$ cat src/rtl/irq_arb_pkg.sv
// Shared constants and types for the priority interrupt arbiter.
// Assumes a 3-bit level encoding where 0 is the most urgent value.
package irq_arb_pkg;
    localparam int LVL_W = 3;
    localparam logic [LVL_W-1:0] LVL_NEVER = '1;   // level that can never be taken
    localparam logic [LVL_W-1:0] MASK_RESET = '1;  // mask value after reset
    typedef logic [LVL_W-1:0] level_t;
endpackage

$ cat src/rtl/irq_req_gate.sv
// Gates each source's pending flag with its enable and splits the packed
// level bus into one level per source.
// Assumes: levels are packed 3 bits per source, source 0 in the low bits.
module irq_req_gate
    import irq_arb_pkg::*;
#(
    parameter int N_SRC = 16
) (
    input  logic [N_SRC-1:0]       flag,
    input  logic [N_SRC-1:0]       en,
    input  logic [LVL_W*N_SRC-1:0] level_bus,
    output logic [N_SRC-1:0]       live,
    output level_t                 level [N_SRC]
);
    // A source is live only while both flag and enable are set.
    assign live = flag & en;

    genvar gi;
    generate
        for (gi = 0; gi < N_SRC; gi++) begin : g_split
            // Extract the level field of source gi.
            assign level[gi] = level_bus[LVL_W*gi +: LVL_W];
        end
    endgenerate
endmodule

$ cat src/rtl/irq_prio_tree.sv
// Combinational tournament that selects the live source with the smallest
// level, breaking ties toward the lower index. Depth grows as log2(N_SRC).
// Assumes N_SRC >= 2. Unused leaves are padded invalid.
module irq_prio_tree
    import irq_arb_pkg::*;
#(
    parameter int N_SRC = 16,
    localparam int IDW = $clog2(N_SRC)
) (
    input  logic [N_SRC-1:0] live,
    input  level_t           level [N_SRC],
    input  logic [N_SRC-1:0] xfer,
    output logic             win_valid,
    output logic [IDW-1:0]   win_id,
    output level_t           win_level,
    output logic             win_xfer
);
    localparam int LEAVES = 1 << IDW;
    localparam int NODES  = 2 * LEAVES - 1;

    typedef struct packed {
        logic           v;
        logic [IDW-1:0] id;
        level_t         lvl;
        logic           x;
    } node_t;

    node_t node [NODES];

    genvar gl, gk;
    generate
        for (gl = 0; gl < LEAVES; gl++) begin : g_leaf
            if (gl < N_SRC) begin : g_real
                // Leaf carries one source's request.
                assign node[LEAVES-1+gl] = '{v: live[gl], id: IDW'(gl), lvl: level[gl], x: xfer[gl]};
            end else begin : g_pad
                // Padding leaf never wins.
                assign node[LEAVES-1+gl] = '{v: 1'b0, id: '0, lvl: LVL_NEVER, x: 1'b0};
            end
        end
        for (gk = 0; gk < LEAVES - 1; gk++) begin : g_node
            logic take_right;
            // Right child wins only if strictly more urgent; left holds lower indices.
            assign take_right = node[2*gk+2].v &&
                                (!node[2*gk+1].v || (node[2*gk+2].lvl < node[2*gk+1].lvl));
            assign node[gk] = take_right ? node[2*gk+2] : node[2*gk+1];
        end
    endgenerate

    // Root of the tournament is the overall winner.
    assign win_valid = node[0].v;
    assign win_id    = node[0].id;
    assign win_level = node[0].lvl;
    assign win_xfer  = node[0].x;
endmodule

$ cat src/rtl/irq_accept_ctl.sv
// Decides whether the current winner is taken at an instruction boundary,
// registers the one-cycle take pulse, and keeps the running level mask.
// Assumes the winner inputs are stable around the clock edge.
module irq_accept_ctl
    import irq_arb_pkg::*;
#(
    parameter int IDW = 4
) (
    input  logic           clk,
    input  logic           rst_n,
    input  logic           win_valid,
    input  logic [IDW-1:0] win_id,
    input  level_t         win_level,
    input  logic           win_xfer,
    input  logic           gie,
    input  logic           boundary,
    input  logic           mask_ld,
    input  level_t         mask_ld_val,
    output logic           acc_valid,
    output logic [IDW-1:0] acc_id,
    output level_t         acc_level,
    output logic           acc_xfer,
    output level_t         mask
);
    logic take;

    // Take the winner only at a boundary, globally enabled, strictly below the mask.
    assign take = boundary && gie && win_valid && (win_level < mask);

    // Register the take pulse and capture the taken request.
    always_ff @(posedge clk) begin
        if (!rst_n) begin
            acc_valid <= 1'b0;
            acc_id    <= '0;
            acc_level <= '0;
            acc_xfer  <= 1'b0;
        end else begin
            acc_valid <= take;
            if (take) begin
                acc_id    <= win_id;
                acc_level <= win_level;
                acc_xfer  <= win_xfer;
            end
        end
    end

    // Running mask: a normal take loads its level; otherwise a direct load applies.
    always_ff @(posedge clk) begin
        if (!rst_n) begin
            mask <= MASK_RESET;
        end else if (take && !win_xfer) begin
            mask <= win_level;
        end else if (mask_ld) begin
            mask <= mask_ld_val;
        end
    end

    // a pulse always follows a boundary strobe.
    a_r5_needs_boundary: assert property (@(posedge clk) disable iff (!rst_n)
        acc_valid |-> $past(boundary));
    // the pulse lasts a single cycle unless a new boundary take followed.
    a_r5_single_pulse: assert property (@(posedge clk) disable iff (!rst_n)
        (acc_valid && !$past(boundary, 1)) |-> 1'b0);
    // a take needs global enable and a level strictly below the old mask.
    a_r4_gie_set: assert property (@(posedge clk) disable iff (!rst_n)
        acc_valid |-> $past(gie));
    a_r4_below_mask: assert property (@(posedge clk) disable iff (!rst_n)
        $rose(acc_valid) |-> (acc_level < $past(mask)));
    // a normal take leaves the mask equal to the taken level.
    a_r7_mask_follows: assert property (@(posedge clk) disable iff (!rst_n)
        (acc_valid && !acc_xfer) |-> (mask == acc_level));
    // level 7 is never taken.
    a_r10_never_top: assert property (@(posedge clk) disable iff (!rst_n)
        acc_valid |-> (acc_level != LVL_NEVER));
endmodule

$ cat src/rtl/irq_prio_arbiter.sv
// Top level of the priority interrupt arbiter: gates requests, runs the
// combinational priority tournament, and times the take at instruction
// boundaries against a running level mask.
// Assumes inputs change only between rising clock edges.
module irq_prio_arbiter
    import irq_arb_pkg::*;
#(
    parameter int N_SRC = 16,
    localparam int IDW = $clog2(N_SRC)
) (
    input  logic                   clk,
    input  logic                   rst_n,
    input  logic [N_SRC-1:0]       irq_flag,
    input  logic [N_SRC-1:0]       irq_en,
    input  logic [LVL_W*N_SRC-1:0] irq_level,
    input  logic [N_SRC-1:0]       irq_xfer_sel,
    input  logic                   int_enable,
    input  logic                   insn_boundary,
    input  logic                   mask_load,
    input  logic [LVL_W-1:0]       mask_load_val,
    output logic                   pend_valid,
    output logic [IDW-1:0]         pend_id,
    output logic [LVL_W-1:0]       pend_level,
    output logic                   pend_xfer,
    output logic                   take_valid,
    output logic [IDW-1:0]         take_id,
    output logic [LVL_W-1:0]       take_level,
    output logic                   take_xfer,
    output logic [LVL_W-1:0]       level_mask
);
    logic [N_SRC-1:0] live;
    level_t           lvl [N_SRC];

    irq_req_gate #(.N_SRC(N_SRC)) u_gate (
        .flag      (irq_flag),
        .en        (irq_en),
        .level_bus (irq_level),
        .live      (live),
        .level     (lvl)
    );

    irq_prio_tree #(.N_SRC(N_SRC)) u_tree (
        .live      (live),
        .level     (lvl),
        .xfer      (irq_xfer_sel),
        .win_valid (pend_valid),
        .win_id    (pend_id),
        .win_level (pend_level),
        .win_xfer  (pend_xfer)
    );

    irq_accept_ctl #(.IDW(IDW)) u_acc (
        .clk         (clk),
        .rst_n       (rst_n),
        .win_valid   (pend_valid),
        .win_id      (pend_id),
        .win_level   (pend_level),
        .win_xfer    (pend_xfer),
        .gie         (int_enable),
        .boundary    (insn_boundary),
        .mask_ld     (mask_load),
        .mask_ld_val (mask_load_val),
        .acc_valid   (take_valid),
        .acc_id      (take_id),
        .acc_level   (take_level),
        .acc_xfer    (take_xfer),
        .mask        (level_mask)
    );

    // a winner exists exactly when some source is flagged and enabled.
    a_r1_pend_iff_live: assert property (@(posedge clk) disable iff (!rst_n)
        pend_valid == (|(irq_flag & irq_en)));
    // the reported winner is itself a live source.
    a_r1_winner_live: assert property (@(posedge clk) disable iff (!rst_n)
        pend_valid |-> (irq_flag[pend_id] && irq_en[pend_id]));
    // the reported level is the winner's own level field.
    a_r2_level_match: assert property (@(posedge clk) disable iff (!rst_n)
        pend_valid |-> (pend_level == irq_level[LVL_W*pend_id +: LVL_W]));
    // the reported route is the winner's own select bit.
    a_r6_route_match: assert property (@(posedge clk) disable iff (!rst_n)
        pend_valid |-> (pend_xfer == irq_xfer_sel[pend_id]));
    // the take carries the source that was winning at the boundary edge.
    a_r5_take_id: assert property (@(posedge clk) disable iff (!rst_n)
        $rose(take_valid) |-> (take_id == $past(pend_id)));
endmodule

$ cat config.mk
export PLATFORM = sky130hd
export DESIGN_NAME = irq_prio_arbiter
export DESIGN_NICKNAME = d
export VERILOG_FILES = /design/src/rtl/irq_arb_pkg.sv /design/src/rtl/irq_req_gate.sv /design/src/rtl/irq_prio_tree.sv /design/src/rtl/irq_accept_ctl.sv /design/src/rtl/irq_prio_arbiter.sv
export SDC_FILE = /design/constraint.sdc
export NUM_CORES = 1
export LEC_CHECK = 0
export CAP_MARGIN = 20
export CORE_UTILIZATION = 47
export CTS_BUF_LIST = sky130_fd_sc_hd__clkbuf_8
export CTS_CLUSTER_DIAMETER = 80
export CTS_CLUSTER_SIZE = 25
export DETAILED_ROUTE_END_ITERATION = 7
export GPL_ROUTABILITY_DRIVEN = 0
export PLACE_DENSITY = 0.87
export SYNTH_ARGS = -nofsm -noshare
export SYNTH_HDL_FRONTEND = slang
export SYNTH_HIERARCHICAL = 1
export SYNTH_SLANG_ARGS = --single-unit
$ cat constraint.sdc
create_clock -name clk -period 9.2 [get_ports clk]
set_input_delay 0.92 -clock clk [delete_from_list [all_inputs] [get_ports clk]]
set_output_delay 0.92 -clock clk [all_outputs]
set_load 0.02 [all_outputs]
==> impl_metrics.json <==
{
  "synth_area_leaders": "mux2i_1 (12%), buf_4 (11%), ha_1 (11%)",
  "finClkSkew_ns": 0.00592,
  "cts_sinks": 12,
  "power.leakage_uw": 0.00195,
  "ys_async_sr_fraction": 0,
  "ys_seq_elements": 12,
  "synth_nets": 571,
  "n_fill_cell": 569,
  "synth_edf_count": 0,
  "slew_viol_final": 0,
  "critPathMostFrequentCell": "ha_1",
  "path_class": "in -> out",
  "cts-root-buf": "clkbuf_8",
  "whs_path_depth": 2,
  "initial_core_util": 0.488,
  "grt_overflow": 0,
  "post-synth-top-count-cell": "buf_4",
  "hold_slack_ns": 0.466,
  "synth_top_area_frac": 0.123,
  "htreeDepth": 1,
  "grt_max_degree": 24,
  "grt_pass1_wl_um": 13700,
  "cts_tree": "built",
  "cap_violations": 0,
  "crit_slowest_cell": "clkdlybuf4s50_1",
  "drt_first_iter_violations": 111,
  "pwr-share-clk": 0.087,
  "reg2reg_depth": 5,
  "synth_ff_type": "dfxtp_1",
  "status": "finished, final reports clean",
  "p_int_uw": 371,
  "worst_ep_arrival_time_ns": 7.80,
  "viasPerCell": 5.39,
  "wl_per_cell_um": 13.7,
  "fmax_mhz": 115,
  "r2r_start": "u_acc/mask[2]",
  "ys_types": 69,
  "p_per_area_nw_per_um2": 152,
  "multi_input_area_sq_um": 2560,
  "seqPwrFrac": 0.108,
  "p_sw_frac": 0.448,
  "antenna_found_initial": 0,
  "final_util": 0.647,
  "worstSetupEndpointType": "primary output",
  "fin_crit_ns": 8.72,
  "synth_area_per_cell_sq_um": 7.62,
  "switchingPower_uw": 301,
  "postRouteAntennaNets": 0,
  "core_sq_um": 6830,
  "synth_top_cell_by_area": "mux2i_1",
  "hp-start": "u_acc/acc_level[2]",
  "die-area_sq_um": 7430,
  "hold_viol_final": 0,
  "pin_count": 125,
  "worst_pin_slew_ns": 0.764,
  "diodes": 0,
  "period_share": 0.947,
  "dr.pass1.iters": 4,
  "irDropWorstVdd_mv": 0.0751,
  "port_buffers": 124,
  "dp_hpwl_um": 7250,
  "die_width_um": 86.2,
  "ys_seq_area_frac": 0.0721,
  "clock_path_buffers": 2,
  "yosysWarnings": 6,
  "grt.total_usage": 0.219,
  "setup_viol": 0,
  "syn_inst": 437,
  "grt_pass1_vias": 3216,
  "wirelength_um": 8420,
  "total_power_uw": 671,
  "cts.clk_slew.worst_paths_ns": 0.05,
  "slew_headroom": 0.489,
  "cts_buffers": 3,
  "die_h_um": 86.2,
  "synthToLayoutAreaGrowth_pct": 32.7,
  "finalInstanceArea_sq_um": 4420,
  "vias": 3309,
  "rrSetupSlack_ns": 7.45,
  "min_path_type": "reg -> reg",
  "netlist_top_cells_count": "buf_4 (50), inv_1 (45), mux2i_1 (41)",
  "nets": 653,
  "critPathMaxFanout": 8,
  "whs_endpoint": "u_acc/acc_level[2]",
  "drive_above_1_share": 0.104,
  "setup_tns_ns": 0,
  "holdBufCountCts": 0,
  "ff_latch_area_sq_um": 240,
  "crit_path_start_kind": "input pin",
  "p_comb_frac": 0.806,
  "cpPeakStageDelay_ns": 0.67,
  "rows": 30,
  "worstReg2RegEnd": "u_acc/mask[1]",
  "worstPathRequired_ns": 8.28,
  "drc": 0,
  "synth_area_sq_um": 3330,
  "clk_latency_ns": 0.24,
  "dpl_cell_area_sq_um": 4330
}
repair_timing:
action                                 CTS  global route
setup endpoints to repair                0            11
setup buffers                            0             2
endpoints found under the hold margin    0             0
resized for setup                        0             6
registers in the layout, indices dropped and copies added (netlist names):
signal,cells
u_acc/acc_xfer,1
u_acc/acc_id,4
u_acc/acc_level,3
u_acc/acc_valid,1
u_acc/mask,3
stage by stage:
stage / setup slack (ns) / std cells
3_3_place_gp: 0.411 / 608
4_1_cts: 0.0948 / 612
3_5_place_dp: 0.118 / 608
2_1_floorplan: 1.23 / 437
6_report: 0.483 / 614
5_1_grt: -0.00240 / 614
power by group through the flow:
stage / Combinational (uW) / Sequential (uW) / Clock, uW
global placement: 507 / 73.0 / 0
finish: 541 / 72.2 / 58.3
CTS: 523 / 72.5 / 59.3
global route: 584 / 73.5 / 61.9
detailed placement: 522 / 73.5 / 0
floorplan: 339 / 88.7 / 0
per-layer routing:
metal / track usage / vias up / wire (um)
li1: - / 1678 / -
met1: 0.251 / 1516 / 3610
met2: 0.439 / 109 / 4310
met3: 0.0248 / 6 / 475
met4: 0.0273 / 0 / 33
met5: 0 / - / 0
worst max path at each step:
stage,cells after the start,startpoint,to
after global routing,30,irq_level[35],pend_xfer
after CTS,29,irq_level[31],pend_xfer
after floorplan,33,irq_level[32],u_acc/mask[0]
after global placement,26,irq_level[44],pend_xfer
after detailed placement,29,irq_level[35],pend_xfer
final,30,irq_level[35],pend_xfer
cell usage in the layout, fill, tap and decap left out, types with 3 or more instances in the layout:
master,instances
nor2b_1,5
mux2_2,8
or2_2,3
dfxtp_1,12
o211ai_1,4
and2_1,24
a21boi_0,3
o21ai_1,5
inv_1,45
nor2_1,31
a22oi_1,3
a221o_1,3
nand2b_1,6
o21ai_0,23
nand2_1,30
clkdlybuf4s50_1,124
nor3b_1,4
a21o_1,4
clkbuf_8,4
a2bb2oi_1,4
o21a_1,6
a21oi_1,22
buf_4,5
a211oi_1,4
ha_1,30
o21ai_2,3
nand3_1,6
nor3_1,5
mux2i_1,39
logic make-up after synthesis:
| group | count (synthesis) | share of synthesized area |
|---|---|---|
| muxes | 53 | 0.166 |
| DFF | 12 | 0.0721 |
| and+or+nand+nor | 128 | 0.207 |
| AOI/OAI and AO/OA | 117 | 0.276 |
| adders and majority gates | 30 | 0.113 |
| buffers and inverters | 97 | 0.166 |
worst max-delay path: cells and delay by family:
kind	cells	cell delay (ns)
simple gates	5	0.73
compound gates	11	2.25
fa+ha+maj	4	1.10
buf+inv	6	1.57
mux	4	1.21
area by class of cell:
type                            count  share of cell area
Clock buffer                        4              0.0124
Multi-Input combinational cell    328               0.579
Inverter                           45              0.0382
Sequential cell                    12              0.0543
Tap cell                           96              0.0272
Timing Repair Buffer              129               0.289
Note: power is estimated with default switching activity, not from simulation.
